<file path="src/rtl/cfp_mul_pkg.sv">
package cfp_mul_pkg;

  typedef enum logic [1:0] {
    CLS_ZERO = 2'b00,
    CLS_NORM = 2'b01,
    CLS_INF  = 2'b10,
    CLS_NAN  = 2'b11
  } cfp_class_e;

  function automatic int unsigned res_frac_w(input int unsigned wf, input bit ext);
    return ext ? (2 * wf + 1) : (wf + 1);
  endfunction

endpackage

</file>
<file path="src/rtl/cfp_class_resolve.sv">
module cfp_class_resolve
  import cfp_mul_pkg::*;
(
  input  logic [1:0] cls_a,
  input  logic [1:0] cls_b,
  output logic       both_normal,
  output logic [1:0] special_cls
);

  logic any_nan, any_inf, any_zero;

  always_comb begin
    any_nan  = (cls_a == CLS_NAN)  || (cls_b == CLS_NAN);
    any_inf  = (cls_a == CLS_INF)  || (cls_b == CLS_INF);
    any_zero = (cls_a == CLS_ZERO) || (cls_b == CLS_ZERO);
    both_normal = (cls_a == CLS_NORM) && (cls_b == CLS_NORM);
    if (any_nan || (any_inf && any_zero))
      special_cls = CLS_NAN;
    else if (any_inf)
      special_cls = CLS_INF;
    else if (any_zero)
      special_cls = CLS_ZERO;
    else
      special_cls = CLS_NORM;
  end

endmodule

</file>
<file path="src/rtl/cfp_sig_product.sv">
module cfp_sig_product #(
  parameter int unsigned WF = 2
) (
  input  logic [WF-1:0]   frac_a,
  input  logic [WF-1:0]   frac_b,
  output logic [2*WF:0]   frac_exact,
  output logic            norm_up
);

  localparam int unsigned SW = WF + 1;
  localparam int unsigned PW = 2 * SW;

  logic [SW-1:0] sig_a, sig_b;
  logic [PW-1:0] prod, aligned;

  always_comb begin
    sig_a   = {1'b1, frac_a};
    sig_b   = {1'b1, frac_b};
    prod    = PW'(sig_a) * PW'(sig_b);
    norm_up = prod[PW-1];
    aligned = norm_up ? prod : (prod << 1);
    frac_exact = aligned[PW-2:0];
  end

endmodule

</file>
<file path="src/rtl/cfp_frac_round.sv">
module cfp_frac_round #(
  parameter int unsigned WF       = 2,
  parameter bit          EXTENDED = 1'b0,
  localparam int unsigned RW      = cfp_mul_pkg::res_frac_w(WF, EXTENDED)
) (
  input  logic [2*WF:0] frac_exact,
  output logic [RW-1:0] frac_out,
  output logic          carry_out
);

  generate
    if (EXTENDED) begin : g_exact
      assign frac_out  = frac_exact;
      assign carry_out = 1'b0;
    end else begin : g_rne
      logic [WF:0] kept;
      logic        guard, sticky, lsb, bump;
      logic [WF+1:0] sum;
      if (WF >= 2) begin : g_sticky
        assign sticky = |frac_exact[WF-2:0];
      end else begin : g_nosticky
        assign sticky = 1'b0;
      end
      always_comb begin
        kept  = frac_exact[2*WF:WF];
        guard = frac_exact[WF-1];
        lsb   = kept[0];
        bump  = guard && (sticky || lsb);
        sum   = {1'b0, kept} + {{(WF+1){1'b0}}, bump};
      end
      assign frac_out  = sum[WF:0];
      assign carry_out = sum[WF+1];
    end
  endgenerate

endmodule

</file>
<file path="src/rtl/cfp_multiplier.sv">
module cfp_multiplier
  import cfp_mul_pkg::*;
#(
  parameter int unsigned WE       = 5,
  parameter int unsigned WF       = 2,
  parameter bit          EXTENDED = 1'b0
) (
  input  logic [WE+WF+2:0]                           op_a,
  input  logic [WE+WF+2:0]                           op_b,
  output logic [WE+2+res_frac_w(WF, EXTENDED):0]     result
);

  localparam int unsigned RW   = res_frac_w(WF, EXTENDED);
  localparam int unsigned XW   = WE + 2;
  localparam int unsigned BIAS = (1 << (WE - 1)) - 1;
  localparam int unsigned EMAX = (1 << WE) - 1;

  logic [1:0]    cls_a, cls_b, special_cls, out_cls;
  logic          sgn;
  logic [WE-1:0] exp_a, exp_b, out_exp;
  logic [WF-1:0] fr_a, fr_b;
  logic          both_normal, norm_up, rnd_carry;
  logic [2*WF:0] frac_exact;
  logic [RW-1:0] frac_rnd, out_frac;
  logic [XW-1:0] exp_biased, exp_unb;
  logic          ovf, unf;

  assign cls_a = op_a[WE+WF+2:WE+WF+1];
  assign cls_b = op_b[WE+WF+2:WE+WF+1];
  assign exp_a = op_a[WE+WF-1:WF];
  assign exp_b = op_b[WE+WF-1:WF];
  assign fr_a  = op_a[WF-1:0];
  assign fr_b  = op_b[WF-1:0];
  assign sgn   = op_a[WE+WF] ^ op_b[WE+WF];

  cfp_class_resolve u_cls (
    .cls_a       (cls_a),
    .cls_b       (cls_b),
    .both_normal (both_normal),
    .special_cls (special_cls)
  );

  cfp_sig_product #(.WF(WF)) u_sig (
    .frac_a     (fr_a),
    .frac_b     (fr_b),
    .frac_exact (frac_exact),
    .norm_up    (norm_up)
  );

  cfp_frac_round #(.WF(WF), .EXTENDED(EXTENDED)) u_rnd (
    .frac_exact (frac_exact),
    .frac_out   (frac_rnd),
    .carry_out  (rnd_carry)
  );

  always_comb begin
    exp_biased = XW'(exp_a) + XW'(exp_b) + XW'(norm_up) + XW'(rnd_carry);
    unf        = exp_biased < XW'(BIAS);
    exp_unb    = exp_biased - XW'(BIAS);
    ovf        = !unf && (exp_unb > XW'(EMAX));
    out_cls  = special_cls;
    out_exp  = '0;
    out_frac = '0;
    if (both_normal) begin
      if (ovf) begin
        out_cls = CLS_INF;
      end else if (unf) begin
        out_cls = CLS_ZERO;
      end else begin
        out_cls  = CLS_NORM;
        out_exp  = exp_unb[WE-1:0];
        out_frac = frac_rnd;
      end
    end
  end

  assign result = {out_cls, sgn, out_exp, out_frac};

endmodule

</file>
<file path="config.mk">
export PLATFORM = sky130hd
export DESIGN_NAME = cfp_multiplier
export DESIGN_NICKNAME = d
export VERILOG_FILES = /design/src/rtl/cfp_mul_pkg.sv /design/src/rtl/cfp_class_resolve.sv /design/src/rtl/cfp_sig_product.sv /design/src/rtl/cfp_frac_round.sv /design/src/rtl/cfp_multiplier.sv
export SDC_FILE = /design/constraint.sdc
export NUM_CORES = 1
export LEC_CHECK = 0
export BUFFER_PORTS_ARGS = -buffer_cell sky130_fd_sc_hd__buf_2
export CAP_MARGIN = 20
export CORE_ASPECT_RATIO = 1.25
export CORE_MARGIN = 4
export CORE_UTILIZATION = 47
export DETAILED_ROUTE_END_ITERATION = 10
export GPL_TIMING_DRIVEN = 0
export PLACE_DENSITY_LB_ADDON = 0.2
export SLEW_MARGIN = 25
export SYNTH_ARGS = -nofsm -noshare
export SYNTH_HDL_FRONTEND = slang
export SYNTH_SLANG_ARGS = --single-unit
</file>
<file path="constraint.sdc">
create_clock -name vclk -period 8.25
set_input_delay 1.65 -clock vclk [all_inputs]
set_output_delay 1.65 -clock vclk [all_outputs]
set_load 0.05 [all_outputs]
</file>
**Yosys cells after proc, flatten, opt, wreduce, memory -nomap -nowiden**

Cells that the tools add are included.

- Input bits: 20
- Register bits: 0
- Logic and storage cells: 40

- Bitwise logic cells: 1
- Multiplexer cells: 13
- Magnitude comparators: 2
- Equal/unequal tests: 6
- $mul: 1
- $add $sub $neg: 5
- Reduce and logical (&&, ||, !) cells: 12

Operators with widths:

| cell | count |
|---|---|
| 2-to-1 mux 5 bit | 4 |
| 2-to-1 mux 3 bit | 3 |
| equality test 2 bit, second input constant | 4 |
| 2-to-1 mux 2 bit | 4 |
| adder 6 x 1 -> 7 bit | 1 |
| adder 7 x 1 -> 7 bit | 1 |
| greater-than comparator 7 x 5 -> 1 bit, second input constant | 1 |
| less-than comparator 7 x 4 -> 1 bit, second input constant | 1 |
| subtractor 7 x 4 -> 7 bit, second input constant | 1 |
| adder 5 x 5 -> 6 bit | 1 |
| multiplier 3 x 3 -> 6 bit | 1 |
| logical OR 1 bit | 5 |
| adder 3 x 1 -> 4 bit | 1 |
| equality test 2 x 1 -> 1 bit, second input constant | 2 |
| logical AND 1 bit | 4 |
| logical NOT 2 bit | 2 |
| 2-to-1 mux 1 bit | 2 |
| logical NOT 1 bit | 1 |
| bitwise XOR 1 bit | 1 |

**Longest topological paths before layout**

Gate-level depths: netlist (run 1).

- Depth after elaboration: 11
- Mapped depth: 20
- Gate-level depth less buffers: 20

**Cells and area by module**

Synthesis (run 1) repeated with hierarchy kept, for this count alone.

- Cell total of the unflattened synthesis: 110
- Area total of the unflattened synthesis: 920.9 µm²

By module, submodules not included:

| module | sequential area each (µm²) | instances | area each (µm²) | cells an instance |
|---|---|---|---|---|
| cfp_multiplier | 0.0 | 1 | 571.8 | 72 |
| cfp_sig_product | 0.0 | 1 | 241.5 | 25 |
| cfp_class_resolve | 0.0 | 1 | 60.1 | 8 |
| cfp_frac_round | 0.0 | 1 | 47.5 | 5 |

**Worst setup path after synthesis (run 1)**

OpenSTA, ideal clock, no wires.

- Path kind: input to output
- Start: input port op_a[1]
- End: output port result[1]
- Arrival: 7042 ps
- Setup slack: -442 ps
- Buffers on the path: 0
- Cell stages on the path: 18
- Cells stage by stage: ha_1 -> inv_1 -> fa_1 -> inv_1 -> fa_1 -> a31oi_1 -> inv_1 -> o21ai_0 -> and3_1 -> fa_1 -> ha_1 -> fa_1 -> a21o_2 -> a21oi_2 -> xnor2_1 -> a2111oi_0 -> a31oi_2 -> nor3b_1

- Word-level cells in the longest chain between the ends: 11

Ends and longest elaborated chain:

| element | RTL line | source |
|---|---|---|
| start, declared | cfp_multiplier.sv:8 | `input logic [WE+WF+2:0] op_a,` |
| multiplier 3 x 3 -> 6 bit * | cfp_sig_product.sv:19 | `prod = PW'(sig_a) * PW'(sig_b);` |
| 2-to-1 mux 5 bit | cfp_sig_product.sv:21 | `aligned = norm_up ? prod : (prod << 1);` |
| logical OR 1 bit | cfp_frac_round.sv:28 | `bump = guard && (sticky \|\| lsb);` |
| logical AND 1 bit | cfp_frac_round.sv:28 |  |
| adder 3 x 1 -> 4 bit | cfp_frac_round.sv:29 | `sum = {1'b0, kept} + {{(WF+1){1'b0}}, bump};` |
| adder 7 x 1 -> 7 bit | cfp_multiplier.sv:57 | `exp_biased = XW'(exp_a) + XW'(exp_b) + XW'(norm_up) + XW'(rnd_carry);` |
| subtractor 7 x 4 -> 7 bit / less-than comparator 7 x 4 -> 1 bit (equally long branches) | cfp_multiplier.sv:59, cfp_multiplier.sv:58 |  |
| greater-than comparator 7 x 5 -> 1 bit / logical NOT 1 bit (equally long branches) | cfp_multiplier.sv:60 | `ovf = !unf && (exp_unb > XW'(EMAX));` |
| logical AND 1 bit | cfp_multiplier.sv:60 |  |
| 2-to-1 mux 3 bit * | cfp_multiplier.sv:65 | `if (ovf) begin` |
| 2-to-1 mux 3 bit * | cfp_multiplier.sv:64 | `if (both_normal) begin` |
| end, declared | cfp_multiplier.sv:10 | `output logic [WE+2+res_frac_w(WF, EXTENDED):0] result` |

Mark *: on every way between the ends. The rest lies on a longest branch, timed or not.

**Worst setup path in the final report (run 1)**

- Start: input port op_a[1]
- End: output port result[4]

- Word-level cells in the longest chain between the ends: 11

Ends and longest elaborated chain:

| element | RTL line |
|---|---|
| multiplier 3 x 3 -> 6 bit * | cfp_sig_product.sv:19 |
| 2-to-1 mux 5 bit | cfp_sig_product.sv:21 |
| logical OR 1 bit | cfp_frac_round.sv:28 |
| logical AND 1 bit | cfp_frac_round.sv:28 |
| adder 3 x 1 -> 4 bit | cfp_frac_round.sv:29 |
| adder 7 x 1 -> 7 bit * | cfp_multiplier.sv:57 |
| subtractor 7 x 4 -> 7 bit / less-than comparator 7 x 4 -> 1 bit (equally long branches) | cfp_multiplier.sv:59, cfp_multiplier.sv:58 |
| greater-than comparator 7 x 5 -> 1 bit / logical NOT 1 bit (equally long branches) | cfp_multiplier.sv:60 |
| logical AND 1 bit | cfp_multiplier.sv:60 |
| 2-to-1 mux 5 bit * | cfp_multiplier.sv:65 |
| 2-to-1 mux 5 bit * | cfp_multiplier.sv:64 |

Marks and branches as above.

==> summary.txt, run 1 <==
Global routing
  – Total GRT Usage: 16.51%
  – Maximum number of pins on one net before global-route repair: 11
  – First-pass GRT wire length: 3601 um
  – Vias in the first global route: 948
  – Antenna violations before repair: 0
  – GRT overflow: 0

Synthesis
  – Most frequent cell after synthesis: ha_1
  – Synth Area in XOR/XNOR: 8.528%
  – Yosys top cell area share: 20.63%
  – Synth area leaders: ha_1 (21%), fa_1 (11%), nor3_1 (5.0%)
  – Synth unique cells: 44
  – Post-synth top cells: ha_1 (15), inv_1 (11), nor3_1 (9), nor2_1 (8)
  – Post-synthesis adder-cell area fraction: 31.64%
  – Multiplexer share of the synthesized area: 1.238%
  – Post-synth top area cell: ha_1
  – Post-Syn Instances: 113
  – Yosys warnings: 0
  – Synth Net Count: 153
  – Sequential share of the synthesized area: 0%
  – Synth Area in Simple Gates: 27.37%
  – Largest family of logic cells by synthesized area: adder cells
  – Mapped cell area: 909.6 um2
  – Compound-cell area share of the yosys netlist: 25.45%
  – Mean Syn Cell Area: 8.050 um2

Cells and area
  – Final Util: 78.34%
  – ANT cells: 0
  – # fillers: 114
  – Number of flip-flops and latches: 0
  – Seq. cell area: 0 um2
  – Final instance area: 0.001416 mm2
  – Syn-to-layout area delta: 55.71%
  – Clkbuf count: 0
  – Multi-input gate area: 0.001109 mm2
  – Nets: 190
  – Layout Cells excl Fill: 167
  – Layout cells sized above 1: 53.38%

Timing
  – Top achievable clock speed: 0.1223 GHz
  – Worst slew margin: 36.73%
  – Post-route clock period utilization: 99.10%
  – Tmin final: 8176 ps
  – Count of final hold-check violations: 0
  – WHS: 3704 ps
  – Final setup violation count: 0
  – Final Worst Setup Slack: 74.35 ps
  – Sum Neg Setup Slack: 0 ps
  – Slew Viols, Final: 0
  – Slew @ Worst Pin: 947.1 ps

Placed design
  – DP Cell Count: 163
  – Area of placed instances: 0.001089 mm2
  – Port bufs: 31
  – Hpwl dp: 1704 um
  – Gpl congestion: 0.7559
  – Placement Setup Slack: -492.6 ps

Setup path
  – Worst setup SP type: primary input
  – Critical path capture point type: primary output
  – Worst Path Arrival: 6530 ps
  – CP required: 6600 ps
  – CP Class: primary input to primary output
  – Worst-path fanout max: 6
  – Cell Chain, Critical Path: clkbuf_4 -> ha_4 -> inv_2 -> fa_2 -> inv_1 -> ha_4 -> inv_1 -> fa_2 -> a21oi_4 -> and3_4 -> fa_1 -> ha_2 -> fa_2 -> a21o_2 -> a21oi_4 -> o21bai_2 -> a2111oi_4 -> a31oi_4 -> nor3b_2 -> buf_6
  – Cell mode on critical path: fa_2
  – Slowest stage delay, CP: 530 ps
  – Crit-path slowest cell: a2111oi_4

Routing
  – DRT iter0 DRCs: 13
  – Vias per inst: 6.228
  – Routed Antenna Nets: 0
  – DRC: 0
  – First-pass detailed-route iteration total: 4
  – WL/cell: 16.41 um
  – Drt total wl: 2740 um
  – Vias: 1,040

Die
  – Die Width: 47.35 um
  – Cell row count: 17
  – # IOs: 31
  – Area of the core: 0.001808 mm2
  – Die area: 0.002708 mm2
  – Initial Utilization: 50.31%
  – Die Y: 57.19 um

Hold path
  – Hold crit path type: primary input to primary output

Clocking
  – Cts-stage hold buffer count: 0

Power and ir drop
  – P per Cell Area: 124.6 mW/mm2
  – VDD IR max: 0.07234 mV
  – Pleak: 0.5774 nW
  – Post-route total power: 0.1764 mW

Status
  – Status: finished, final reports clean

Run
  – Max cap viols: 0
path summary, 6_finish.rpt:
path / endpoint / slack, ps / start / cells after the start
max: result[4] / 70 / op_a[1] / 20
min: result[10] / 3700 / op_b[9] / 3
placed cells by master (no fill, tap or decap), types with 2 or more instances in the layout:
cell     instances
nand2_1          6
inv_1            9
o21ba_2          2
nor2_1           7
xor2_1           4
buf_6            3
a31oi_4          3
ha_4             3
o21ai_0          5
buf_4           10
nor3b_1          2
buf_2           20
a21oi_4          2
fa_2             3
and2_1           2
nor3_2           5
nor3_1           4
fa_1             2
ha_1            11
xnor2_1          2
nand3_1          2
nor3b_2          3
area by class of cell:
type                            count  share of cell area [%]
Inverter                           11                   3.092
Multi-Input combinational cell    101                   78.27
Timing Repair Buffer               34                   16.17
Tap cell                           19                   1.678
Buffer                              2                  0.7951
metal layers:
metal  up-vias  global-route usage, %  part of all wire (%)
met5         -                      0                     0
met1       520                  18.36                    34
met2        20                  33.33                    60
li1        494                      -                     -
met4         0                  1.581                   2.6
met3         6                      0                   3.1
logic make-up (layout without fill, tap and decap cells):
logic type	after synthesis	after routing
AO/OA/AOI/OAI	27	28
XOR/XNOR	8	8
adder cells (fa/ha/maj)	20	20
buffers and inverters	13	47
multiplexers	1	1
AND/OR/NAND/NOR	44	44
worst max-delay path, delay by kind of cell:
kind / cells / cell delay (ps)
adders and majority gates: 7 / 2320
AOI/OAI and AO/OA: 6 / 1510
buffers and inverters: 5 / 530
and+or+nand+nor: 2 / 510
what timing repair did:
item	4_1_cts	5_1_grt
gates cloned	0	1
gates resized for setup	27	35
endpoints found under the setup margin	10	10
pin swaps	3	13
setup buffers	1	2
where the power goes:
group	switching, mW	total [mW]	internal, mW
combinational	0.102	0.176	0.0747
clock	0	0	0
sequential	0	0	0
Power figures use the tool's default switching activity.
==> inputs of run 2 (changes only) <==
--- a/config.mk
+++ b/config.mk
@@ -7,9 +7,11 @@
 export LEC_CHECK = 0
 export BUFFER_PORTS_ARGS = -buffer_cell sky130_fd_sc_hd__buf_2
 export CAP_MARGIN = 20
+export CELL_PAD_IN_SITES_DETAIL_PLACEMENT = 2
+export CELL_PAD_IN_SITES_GLOBAL_PLACEMENT = 2
 export CORE_ASPECT_RATIO = 1.25
 export CORE_MARGIN = 4
-export CORE_UTILIZATION = 47
+export CORE_UTILIZATION = 26
 export DETAILED_ROUTE_END_ITERATION = 10
 export GPL_TIMING_DRIVEN = 0
 export PLACE_DENSITY_LB_ADDON = 0.2
==> constraint.sdc (replaced) <==
create_clock -name vclk -period 8.25
set_input_delay 1.65 -clock vclk [all_inputs]
set_output_delay 1.65 -clock vclk [all_outputs]
set_load 0.1 [all_outputs]
==> summary.txt, run 2 (synthesis gave the netlist of run 1 again) <==
Status
  – Status: finished with violations
  – Violated checks: negative setup slack

Setup path
  – Crit path launch: op_b[1]
  – Worst Path Arrival: 6680 ps
  – Worst setup SP type: primary input
  – Worst Setup EP: result[7]
  – CP required: 6600 ps
  – Worst-path fanout max: 6
  – CP Class: primary input to primary output
  – Critical path capture point type: primary output

Routing
  – DRT iter0 DRCs: 12
  – Drt total wl: 4237 um
  – Routed Antenna Nets: 0
  – Vias per inst: 5.582
  – Vias: 1,094
  – WL/cell: 21.62 um
  – DRC: 0
  – First-pass detailed-route iteration total: 4

Cells and area
  – Multi-input gate area: 0.001177 mm2
  – # fillers: 338
  – Layout cells sized above 1: 61.01%
  – Nets: 201
  – Number of flip-flops and latches: 0
  – Layout Cells excl Fill: 196
  – Syn-to-layout area delta: 91.20%
  – Most common cell after layout, fill and taps aside: buf_2
  – Seq. cell area: 0 um2
  – Final Util: 53.01%
  – Clkbuf count: 0
  – ANT cells: 0
  – Final instance area: 0.001739 mm2
  – Commonest non-fill, non-tap cells in the layout: buf_2 (19), buf_4 (13), ha_1 (11), buf_12 (11), nor2_1 (8)

Power and ir drop
  – VDD IR max: 0.09143 mV
  – P per Cell Area: 141.0 mW/mm2
  – Pleak: 0.7214 nW

Timing
  – Slew Viols, Final: 0
  – RSZ-0062 raised after global routing: true
  – Worst slew margin: 50.70%
  – Post-route clock period utilization: 101.0%
  – Final Worst Setup Slack: -79.38 ps
  – WHS: 3737 ps
  – Slew @ Worst Pin: 737.9 ps
  – Final setup violation count: 10
  – Top achievable clock speed: 0.1201 GHz
  – Tmin final: 8329 ps
  – Count of final hold-check violations: 0

Placed design
  – Placement Setup Slack: -530.9 ps
  – Gpl congestion: 0.7719
  – Port bufs: 31
  – Area of placed instances: 0.001321 mm2
  – DP Cell Count: 181
  – Hpwl dp: 2476 um

Global routing
  – GRT overflow: 0
  – Vias in the first global route: 1,132
  – Total GRT Usage: 15.03%
  – Antenna violations before repair: 0
  – First-pass GRT wire length: 5368 um
  – Maximum number of pins on one net before global-route repair: 11

Die
  – Area of the core: 0.003281 mm2
  – Die area: 0.004515 mm2
  – Initial Utilization: 27.73%
  – Die Y: 74.13 um
  – # IOs: 31
  – Cell row count: 23
  – Die Width: 60.91 um

Run
  – Max cap viols: 0

Clocking
  – Cts-stage hold buffer count: 0

Hold path
  – Hold crit path type: primary input to primary output
-- run 2: changes by cell type in the layout (fill, tap and decap cells not counted), moves of 2 or more --
cell and delta:
nor3_2 -4, inv_1 -2, nor3b_4 +3, a21oi_2 +2, buf_8 +2, nor3_4 +5, nor3b_2 -3, buf_4 +3
buf_12 +10
-- run 2: worst min-delay path by stage --
stage	startpoint	depth (start not counted)	to	slack, ps
floorplan	op_a[7]	2	result[8]	3560
global placement	op_a[7]	4	result[8]	3830
detailed placement	op_a[7]	4	result[8]	3840
CTS	op_a[9]	3	result[10]	3710
global route	op_a[9]	3	result[10]	3760
finish	op_a[9]	3	result[10]	3740
-- run 2: timing repair --
action / in CTS / in global routing
pin swaps: 4 / 24
endpoints found under the hold margin: 0 / 0
buffers inserted: 3 / 12
endpoints found under the setup margin: 10 / 10
gates resized for setup: 36 / 31
-- run 2: layout make-up --
| type | instances | share of cell area [%] |
|---|---|---|
| Tap cell | 37 | 2.662 |
| Buffer | 2 | 0.6475 |
| Inverter | 11 | 2.662 |
| Timing Repair Buffer | 46 | 26.33 |
| Multi-Input combinational cell | 100 | 67.70 |
-- run 2: where the power goes --
part	switching (mW)	leakage (nW)	internal, mW
clock network	0	0	0
logic	0.140	0.721	0.105
registers	0	0	0
total	0.140	0.721	0.105
-- run 2: critical path, cell delays in order --
cell and delay, ps:
buf_8 90, ha_4 150, inv_4 50, fa_2 400, inv_1 90, fa_1 440, a31oi_4 300, nand3_2 120
a21boi_2 200, and3_4 220, fa_1 460, ha_4 200, fa_2 680, ha_4 210, xnor2_4 90, or4b_4 560
o31ai_4 290, buf_6 220, nor3_4 70, buf_12 170
-- run 2: metrics by stage --
step	power (mW)	setup TNS [ps]
final	0.2452	-652.0
after global routing	0.2591	-1710
after CTS	0.1953	0
after detailed placement	0.1749	-4568
after global placement	0.1689	-3619
after floorplan	0.1426	-128.0
-- run 2: metal layers --
metal	share of wire, %	global-route usage (%)	vias up
met2	56	31.15	25
li1	-	-	512
met4	0	0.7229	0
met3	2.3	0.3472	0
met1	41	17.22	557
met5	0	0	-
